### config.mk
export PLATFORM = sky130hd
export DESIGN_NAME = ea_unit
export DESIGN_NICKNAME = d
export VERILOG_FILES = /design/src/rtl/ea_pkg.sv /design/src/rtl/ea_locate.sv /design/src/rtl/ea_resolve.sv /design/src/rtl/ea_seq.sv /design/src/rtl/ea_unit.sv
export SDC_FILE = /design/constraint.sdc
export NUM_CORES = 1
export LEC_CHECK = 0
export ABC_AREA = 1
export CAP_MARGIN = 20
export CORE_UTILIZATION = 35
export CTS_CLUSTER_SIZE = 8
export DETAILED_ROUTE_END_ITERATION = 10
export SYNTH_ARGS = -nofsm -noshare
export SYNTH_HDL_FRONTEND = slang
export SYNTH_HIERARCHICAL = 1
export SYNTH_SLANG_ARGS = --single-unit
### constraint.sdc
create_clock -name clk -period 5.64 [get_ports clk]
set_clock_uncertainty 0.1 [all_clocks]
set_input_delay 1.128 -clock clk [delete_from_list [all_inputs] [get_ports clk]]
set_output_delay 1.128 -clock clk [all_outputs]
set_load 0.05 [all_outputs]
### src/rtl/ea_pkg.sv
package ea_pkg;
  typedef enum logic [1:0] {
    SEL_P  = 2'd0,
    SEL_DB = 2'd1,
    SEL_Q  = 2'd2,
    SEL_S  = 2'd3
  } base_sel_e;

  typedef enum logic [1:0] {
    ST_IDLE = 2'd0,
    ST_REQ  = 2'd1,
    ST_WAIT = 2'd2
  } ea_state_e;
endpackage

### src/rtl/ea_locate.sv
module ea_locate
  import ea_pkg::*;
#(
  parameter int ADDR_W = 16,
  parameter int DISP_W = 8
) (
  input  logic [1:0]        base_sel,
  input  logic [DISP_W-1:0] disp,
  input  logic              idx,
  input  logic [ADDR_W-1:0] reg_p,
  input  logic [ADDR_W-1:0] reg_db,
  input  logic [ADDR_W-1:0] reg_q,
  input  logic [ADDR_W-1:0] reg_s,
  input  logic [ADDR_W-1:0] reg_x,
  output logic              code_seg,
  output logic [ADDR_W-1:0] cell_addr,
  output logic [ADDR_W-1:0] direct_ea
);
  logic [ADDR_W-1:0] disp_ext;
  logic [ADDR_W-1:0] base_val;

  generate
    if (DISP_W < ADDR_W) begin : g_sext
      assign disp_ext = {{(ADDR_W-DISP_W){disp[DISP_W-1]}}, disp};
    end else begin : g_trunc
      assign disp_ext = disp[ADDR_W-1:0];
    end
  endgenerate

  always_comb begin
    unique case (base_sel_e'(base_sel))
      SEL_P:   base_val = reg_p;
      SEL_DB:  base_val = reg_db;
      SEL_Q:   base_val = reg_q;
      default: base_val = reg_s;
    endcase
  end

  assign code_seg  = (base_sel_e'(base_sel) == SEL_P);
  assign cell_addr = base_val + disp_ext;
  assign direct_ea = cell_addr + (idx ? reg_x : '0);
endmodule

### src/rtl/ea_resolve.sv
module ea_resolve #(
  parameter int ADDR_W = 16
) (
  input  logic              code_seg,
  input  logic              idx,
  input  logic [ADDR_W-1:0] cell_addr,
  input  logic [ADDR_W-1:0] db_val,
  input  logic [ADDR_W-1:0] x_val,
  input  logic [ADDR_W-1:0] word,
  output logic [ADDR_W-1:0] resolved_ea
);
  logic [ADDR_W-1:0] anchor;
  logic [ADDR_W-1:0] pointed;

  // Code cells are self-relative; data cells always hang off DB.
  assign anchor      = code_seg ? cell_addr : db_val;
  assign pointed     = anchor + word;
  assign resolved_ea = pointed + (idx ? x_val : '0);
endmodule

### src/rtl/ea_seq.sv
module ea_seq
  import ea_pkg::*;
#(
  parameter int ADDR_W = 16
) (
  input  logic              clk,
  input  logic              rst,
  input  logic              start,
  input  logic              ind,
  input  logic              idx,
  input  logic              code_seg,
  input  logic [ADDR_W-1:0] reg_db,
  input  logic [ADDR_W-1:0] reg_x,
  input  logic [ADDR_W-1:0] cell_addr,
  input  logic [ADDR_W-1:0] direct_ea,
  input  logic [ADDR_W-1:0] resolved_ea,
  input  logic              mem_rvalid,
  output logic              mem_req,
  output logic [ADDR_W-1:0] mem_addr,
  output logic              code_q,
  output logic              idx_q,
  output logic [ADDR_W-1:0] db_q,
  output logic [ADDR_W-1:0] x_q,
  output logic              done,
  output logic [ADDR_W-1:0] ea
);
  ea_state_e state;

  always_ff @(posedge clk) begin
    if (rst) begin
      state    <= ST_IDLE;
      done     <= 1'b0;
      ea       <= '0;
      mem_req  <= 1'b0;
      mem_addr <= '0;
      code_q   <= 1'b0;
      idx_q    <= 1'b0;
      db_q     <= '0;
      x_q      <= '0;
    end else begin
      done    <= 1'b0;
      mem_req <= 1'b0;
      unique case (state)
        ST_IDLE: begin
          if (start) begin
            if (ind) begin
              state    <= ST_REQ;
              mem_req  <= 1'b1;
              mem_addr <= cell_addr;
              code_q   <= code_seg;
              idx_q    <= idx;
              db_q     <= reg_db;
              x_q      <= reg_x;
            end else begin
              ea   <= direct_ea;
              done <= 1'b1;
            end
          end
        end
        ST_REQ: state <= ST_WAIT;
        ST_WAIT: begin
          if (mem_rvalid) begin
            ea    <= resolved_ea;
            done  <= 1'b1;
            state <= ST_IDLE;
          end
        end
        default: state <= ST_IDLE;
      endcase
    end
  end

  AST_DIRECT_NEXT_CYCLE: assert property (@(posedge clk) disable iff (rst)
    (state == ST_IDLE && start && !ind) |=> (done && !mem_req));
  AST_INDIRECT_ISSUES_READ: assert property (@(posedge clk) disable iff (rst)
    (state == ST_IDLE && start && ind) |=> (mem_req && !done));
  AST_READ_ONE_CYCLE: assert property (@(posedge clk) disable iff (rst)
    mem_req |=> !mem_req);
  AST_DONE_AFTER_VALID: assert property (@(posedge clk) disable iff (rst)
    (state == ST_WAIT && mem_rvalid) |=> done);
  AST_QUIET_WHILE_PENDING: assert property (@(posedge clk) disable iff (rst)
    (state == ST_WAIT && !mem_rvalid) |=> (!done && !mem_req));
  AST_RESET_QUIET: assert property (@(posedge clk)
    rst |=> (!done && !mem_req && ea == '0));
endmodule

### src/rtl/ea_unit.sv
module ea_unit #(
  parameter int ADDR_W = 16,
  parameter int DISP_W = 8
) (
  input  logic              clk,
  input  logic              rst,
  input  logic              start,
  input  logic [1:0]        base_sel,
  input  logic [DISP_W-1:0] disp,
  input  logic              ind,
  input  logic              idx,
  input  logic [ADDR_W-1:0] reg_p,
  input  logic [ADDR_W-1:0] reg_db,
  input  logic [ADDR_W-1:0] reg_q,
  input  logic [ADDR_W-1:0] reg_s,
  input  logic [ADDR_W-1:0] reg_x,
  output logic              mem_req,
  output logic [ADDR_W-1:0] mem_addr,
  input  logic [ADDR_W-1:0] mem_rdata,
  input  logic              mem_rvalid,
  output logic              done,
  output logic [ADDR_W-1:0] ea
);
  logic              code_seg;
  logic [ADDR_W-1:0] cell_addr;
  logic [ADDR_W-1:0] direct_ea;
  logic [ADDR_W-1:0] resolved_ea;
  logic              code_q;
  logic              idx_q;
  logic [ADDR_W-1:0] db_q;
  logic [ADDR_W-1:0] x_q;

  ea_locate #(.ADDR_W(ADDR_W), .DISP_W(DISP_W)) u_locate (
    .base_sel (base_sel),
    .disp     (disp),
    .idx      (idx),
    .reg_p    (reg_p),
    .reg_db   (reg_db),
    .reg_q    (reg_q),
    .reg_s    (reg_s),
    .reg_x    (reg_x),
    .code_seg (code_seg),
    .cell_addr(cell_addr),
    .direct_ea(direct_ea)
  );

  ea_resolve #(.ADDR_W(ADDR_W)) u_resolve (
    .code_seg   (code_q),
    .idx        (idx_q),
    .cell_addr  (mem_addr),
    .db_val     (db_q),
    .x_val      (x_q),
    .word       (mem_rdata),
    .resolved_ea(resolved_ea)
  );

  ea_seq #(.ADDR_W(ADDR_W)) u_seq (
    .clk        (clk),
    .rst        (rst),
    .start      (start),
    .ind        (ind),
    .idx        (idx),
    .code_seg   (code_seg),
    .reg_db     (reg_db),
    .reg_x      (reg_x),
    .cell_addr  (cell_addr),
    .direct_ea  (direct_ea),
    .resolved_ea(resolved_ea),
    .mem_rvalid (mem_rvalid),
    .mem_req    (mem_req),
    .mem_addr   (mem_addr),
    .code_q     (code_q),
    .idx_q      (idx_q),
    .db_q       (db_q),
    .x_q        (x_q),
    .done       (done),
    .ea         (ea)
  );
endmodule

==> results.sh <==
export IMPL_drtIter0Drc=529
export IMPL_drtPass1Iterations=5
export IMPL_grt_setup_unrepaired="false"
export IMPL_pin_count=146
export IMPL_drtAntennaViolNets=0
export IMPL_routed_wl_mm=21.2
export IMPL_crit_path_max_incr_delay_ns=0.73
export IMPL_ff2ff_path_depth=15
export IMPL_htreeDepth=3
export IMPL_syn_nets=1253
export IMPL_cts_buffers_inserted=9
export IMPL_synth_top_family_by_area="simple AND/OR/NAND/NOR gates"
export IMPL_use_met3_pct=3.30
export IMPL_coreArea_um2=18600
export IMPL_placed_cell_area_um2=8180
export IMPL_power_mw=2.22
export IMPL_whs_ns=0.384
export IMPL_cts_resized=0
export IMPL_diodes=0
export IMPL_r2r_end="u_seq/ea[9]$_SDFFE_PP0P_"
export IMPL_crit_path_end_kind="flip-flop"
export IMPL_crit_slowest_cell="clkdlybuf4s50_1"
export IMPL_die_w_um=140
export IMPL_hold_buffers=0
export IMPL_worstPathRequired_ns=5.77
export IMPL_setup_viol=0
export IMPL_grt_util_met1_pct=31.2
export IMPL_p_leak_nw=4.35
export IMPL_setup_slack_ns=0.538
export IMPL_whs_endpoint="u_seq/x_q[12]$_SDFFE_PP0P_"
export IMPL_cp_max_fo=11
export IMPL_cts_tree="built"
export IMPL_hold_violations=0
export IMPL_worstPathArrival_ns=5.24
export IMPL_grt_max_degree=54
export IMPL_fin_area_um2=8500
export IMPL_rows=50
export IMPL_critPathKind="in -> reg"
export IMPL_drive_above_1_share_pct=5.46
export IMPL_via_per_inst=4.77
export IMPL_grt_met2_usage_pct=36.0
export IMPL_critical_path_depth=27
export IMPL_root_buffer="clkbuf_16"
export IMPL_synthesis_area_um2=6640
export IMPL_drv_cap=0
export IMPL_crit_top_cell="nand2_1"
export IMPL_synth_compound_area_share_pct=10.5
export IMPL_peakVddDrop_v=0.000164
export IMPL_synth_distinct_cells=43
export IMPL_drt_wirelength_per_cell_um=14.7
export IMPL_cts_buffer_depth=2
export IMPL_critical_path_top_delay_family="compound AO/OA/AOI/OAI gates"
export IMPL_drv_slew=0
export IMPL_pre_cts_slack_ns=0.221
export IMPL_postCtsSetupBuffers=0
export IMPL_min_path_cells=2
export IMPL_postSynth_asyncResetShare_pct=0
export IMPL_synthSimpleGateAreaFrac_pct=38.0
export IMPL_gp_congestion=0.897
export IMPL_synth_edf_count=0
export IMPL_fmax_mhz=196
export IMPL_synth_fa_ha_area_share_pct=13.7
export IMPL_tns_ns=0
export IMPL_port_buffers=145
export IMPL_die_area_um2=19500
export IMPL_grt_pass1_vias=6525
export IMPL_grt_overflow=0
export IMPL_drcViolationCount=0
export IMPL_dieHeight_um=140
export IMPL_r2r_start="u_seq/code_q$_SDFFE_PP0P_"
export IMPL_dp_hpwl_mm=17.5
export IMPL_post_route_period_util_pct=90.5
export IMPL_final_nets=1377
export IMPL_synthFlopType="dfxtp_1"
export IMPL_grt_use_total_pct=22.4
export IMPL_outcome="finished, final reports clean"
export IMPL_yosysSeqAreaShare_pct=21.1
export IMPL_synth_xor_area_share_pct=4.09
export IMPL_areaGrowthSynthToFinish_pct=27.9
export IMPL_p_per_area_nw_per_um2=261
export IMPL_synthMuxAreaShare_pct=0.301
export IMPL_hold_class="reg -> reg"
export IMPL_hp_start="u_seq/x_q[12]$_SDFFE_PP0P_"
export IMPL_syn_avg_cell_area_um2=6.16
export IMPL_clk_latency_ns=0.34
export IMPL_busiest_layer="met2"
export IMPL_tightest_slew_ns=0.919
export IMPL_yosysWarningCount=6
export IMPL_ys_ff_latch=70
export IMPL_grt_pass1_wl_mm=34.1
export IMPL_antenna_found_initial=0
export IMPL_clkTransAtPathRegs_ns=0.06
export IMPL_num_vias=6873
export IMPL_r2r_slack_ns=1.99
export IMPL_startpoint_type="input port"
export IMPL_syn_inst=1079
export IMPL_max_slew_margin_rel_pct=38.6
export IMPL_cts_sinks=70
export IMPL_critPathBufInv=4
export IMPL_start_util_pct=35.6
export IMPL_fin_crit_ns=5.10
-- flip-flops by register name (all words and copies together), names as in the netlist, 2 cells and up --
register        flops
u_seq/mem_addr     16
u_seq/ea           16
u_seq/x_q          16
u_seq/state         2
u_seq/db_q         16
-- area by class of cell --
type	instances	area, um^2
inverter	149	564
timing repair buffer	151	1500
clock buffer	11	253
multi-input combinational	822	4430
clock inverter	5	63.8
fill	1972	10100
tap	234	293
sequential	70	1400
-- stage by stage --
step           cells  utilization [%]
6_report        1442             45.6
2_1_floorplan   1079                -
3_5_place_dp    1426             43.9
5_1_grt         1442             45.6
4_1_cts         1442             45.6
3_3_place_gp    1426             43.9
-- kinds of logic (layout without fill, tap and decap cells) --
logic type	after synthesis	after routing
and+or+nand+nor	594	594
muxes	2	2
buffers and inverters	187	316
AOI/OAI and AO/OA	133	133
DFF	70	70
xor gates and xnor gates	31	31
adders and majority gates	62	62
-- worst max-delay path by stage --
stage	start	to	slack, ns
2_1_floorplan	base_sel[1]	u_seq/ea[13]$_SDFFE_PP0P_	1.16
3_3_place_gp	base_sel[1]	u_seq/ea[10]$_SDFFE_PP0P_	0.32
3_5_place_dp	base_sel[1]	u_seq/ea[13]$_SDFFE_PP0P_	0.22
4_1_cts	base_sel[1]	u_seq/ea[13]$_SDFFE_PP0P_	0.57
5_1_grt	base_sel[0]	u_seq/ea[14]$_SDFFE_PP0P_	0.09
6_report	base_sel[1]	u_seq/ea[13]$_SDFFE_PP0P_	0.54
-- worst reg2reg max path: stages, from the launching register on --
cell	delay, ns
dfxtp_1	0.84
mux2i_1	0.39
fa_1	0.46
inv_1	0.06
ha_1	0.23
inv_1	0.08
fa_1	0.52
nor2_1	0.17
nor2_2	0.07
nor2_1	0.08
nor2_1	0.05
xnor2_1	0.15
nand3_1	0.09
nand2_1	0.13
nor2_1	0.05
nor2_1	0.10
-- where the power goes --
group	leakage [nW]	internal, mW	switching [mW]
sequential	0.576	0.537	0.0330
clock	0.153	0.371	0.233
combinational	3.62	0.393	0.651
-- synthesized netlist by cell type (all sizes together) (3+ instances only) --
cell	n	area share, %
fa	18	5.4
nor3	4	0.45
xnor2	10	1.3
nand3	93	7.8
clkbuf	15	0.92
xor2	21	2.8
nand4	4	0.38
nand2	311	18
dfxtp	70	21
inv	148	8.4
ha	44	8.3
nor2	177	11
a21o	3	0.34
buf	23	2.8
a21oi	30	2.3
o21ai	92	6.9
-- cells in the final DEF, fill, tap and decap left out, types with 2 or more instances in the layout --
cell type and instances:
inv_6 3, o21ai_1 8, o21bai_1 2, inv_4 2
inv_1 140, nand4_1 4, mux2i_1 2, dfxtp_1 70
and2_1 2, o21ai_0 84, xnor2_1 10, buf_4 6
inv_2 6, nor2_4 3, nand2_2 11, a21o_1 3
nor3_1 2, nand3_2 8, a31oi_1 2, fa_1 18
clkbuf_8 2, nor2_1 169, nand2_4 3, nor3_2 2
nand3_1 84, nand2_1 297, clkdlybuf4s50_1 145, a21oi_1 29
nor2_2 5, ha_1 44, xor2_1 21, clkbuf_16 9
-- routing by layer --
| metal | wire length [um] | share of wire, % |
|---|---|---|
| met4 | 195 | 0.92 |
| met5 | 0 | 0 |
| met2 | 9590 | 45 |
| met1 | 10400 | 49 |
| met3 | 1030 | 4.8 |
No activity file was read; power rests on OpenSTA's default activity.
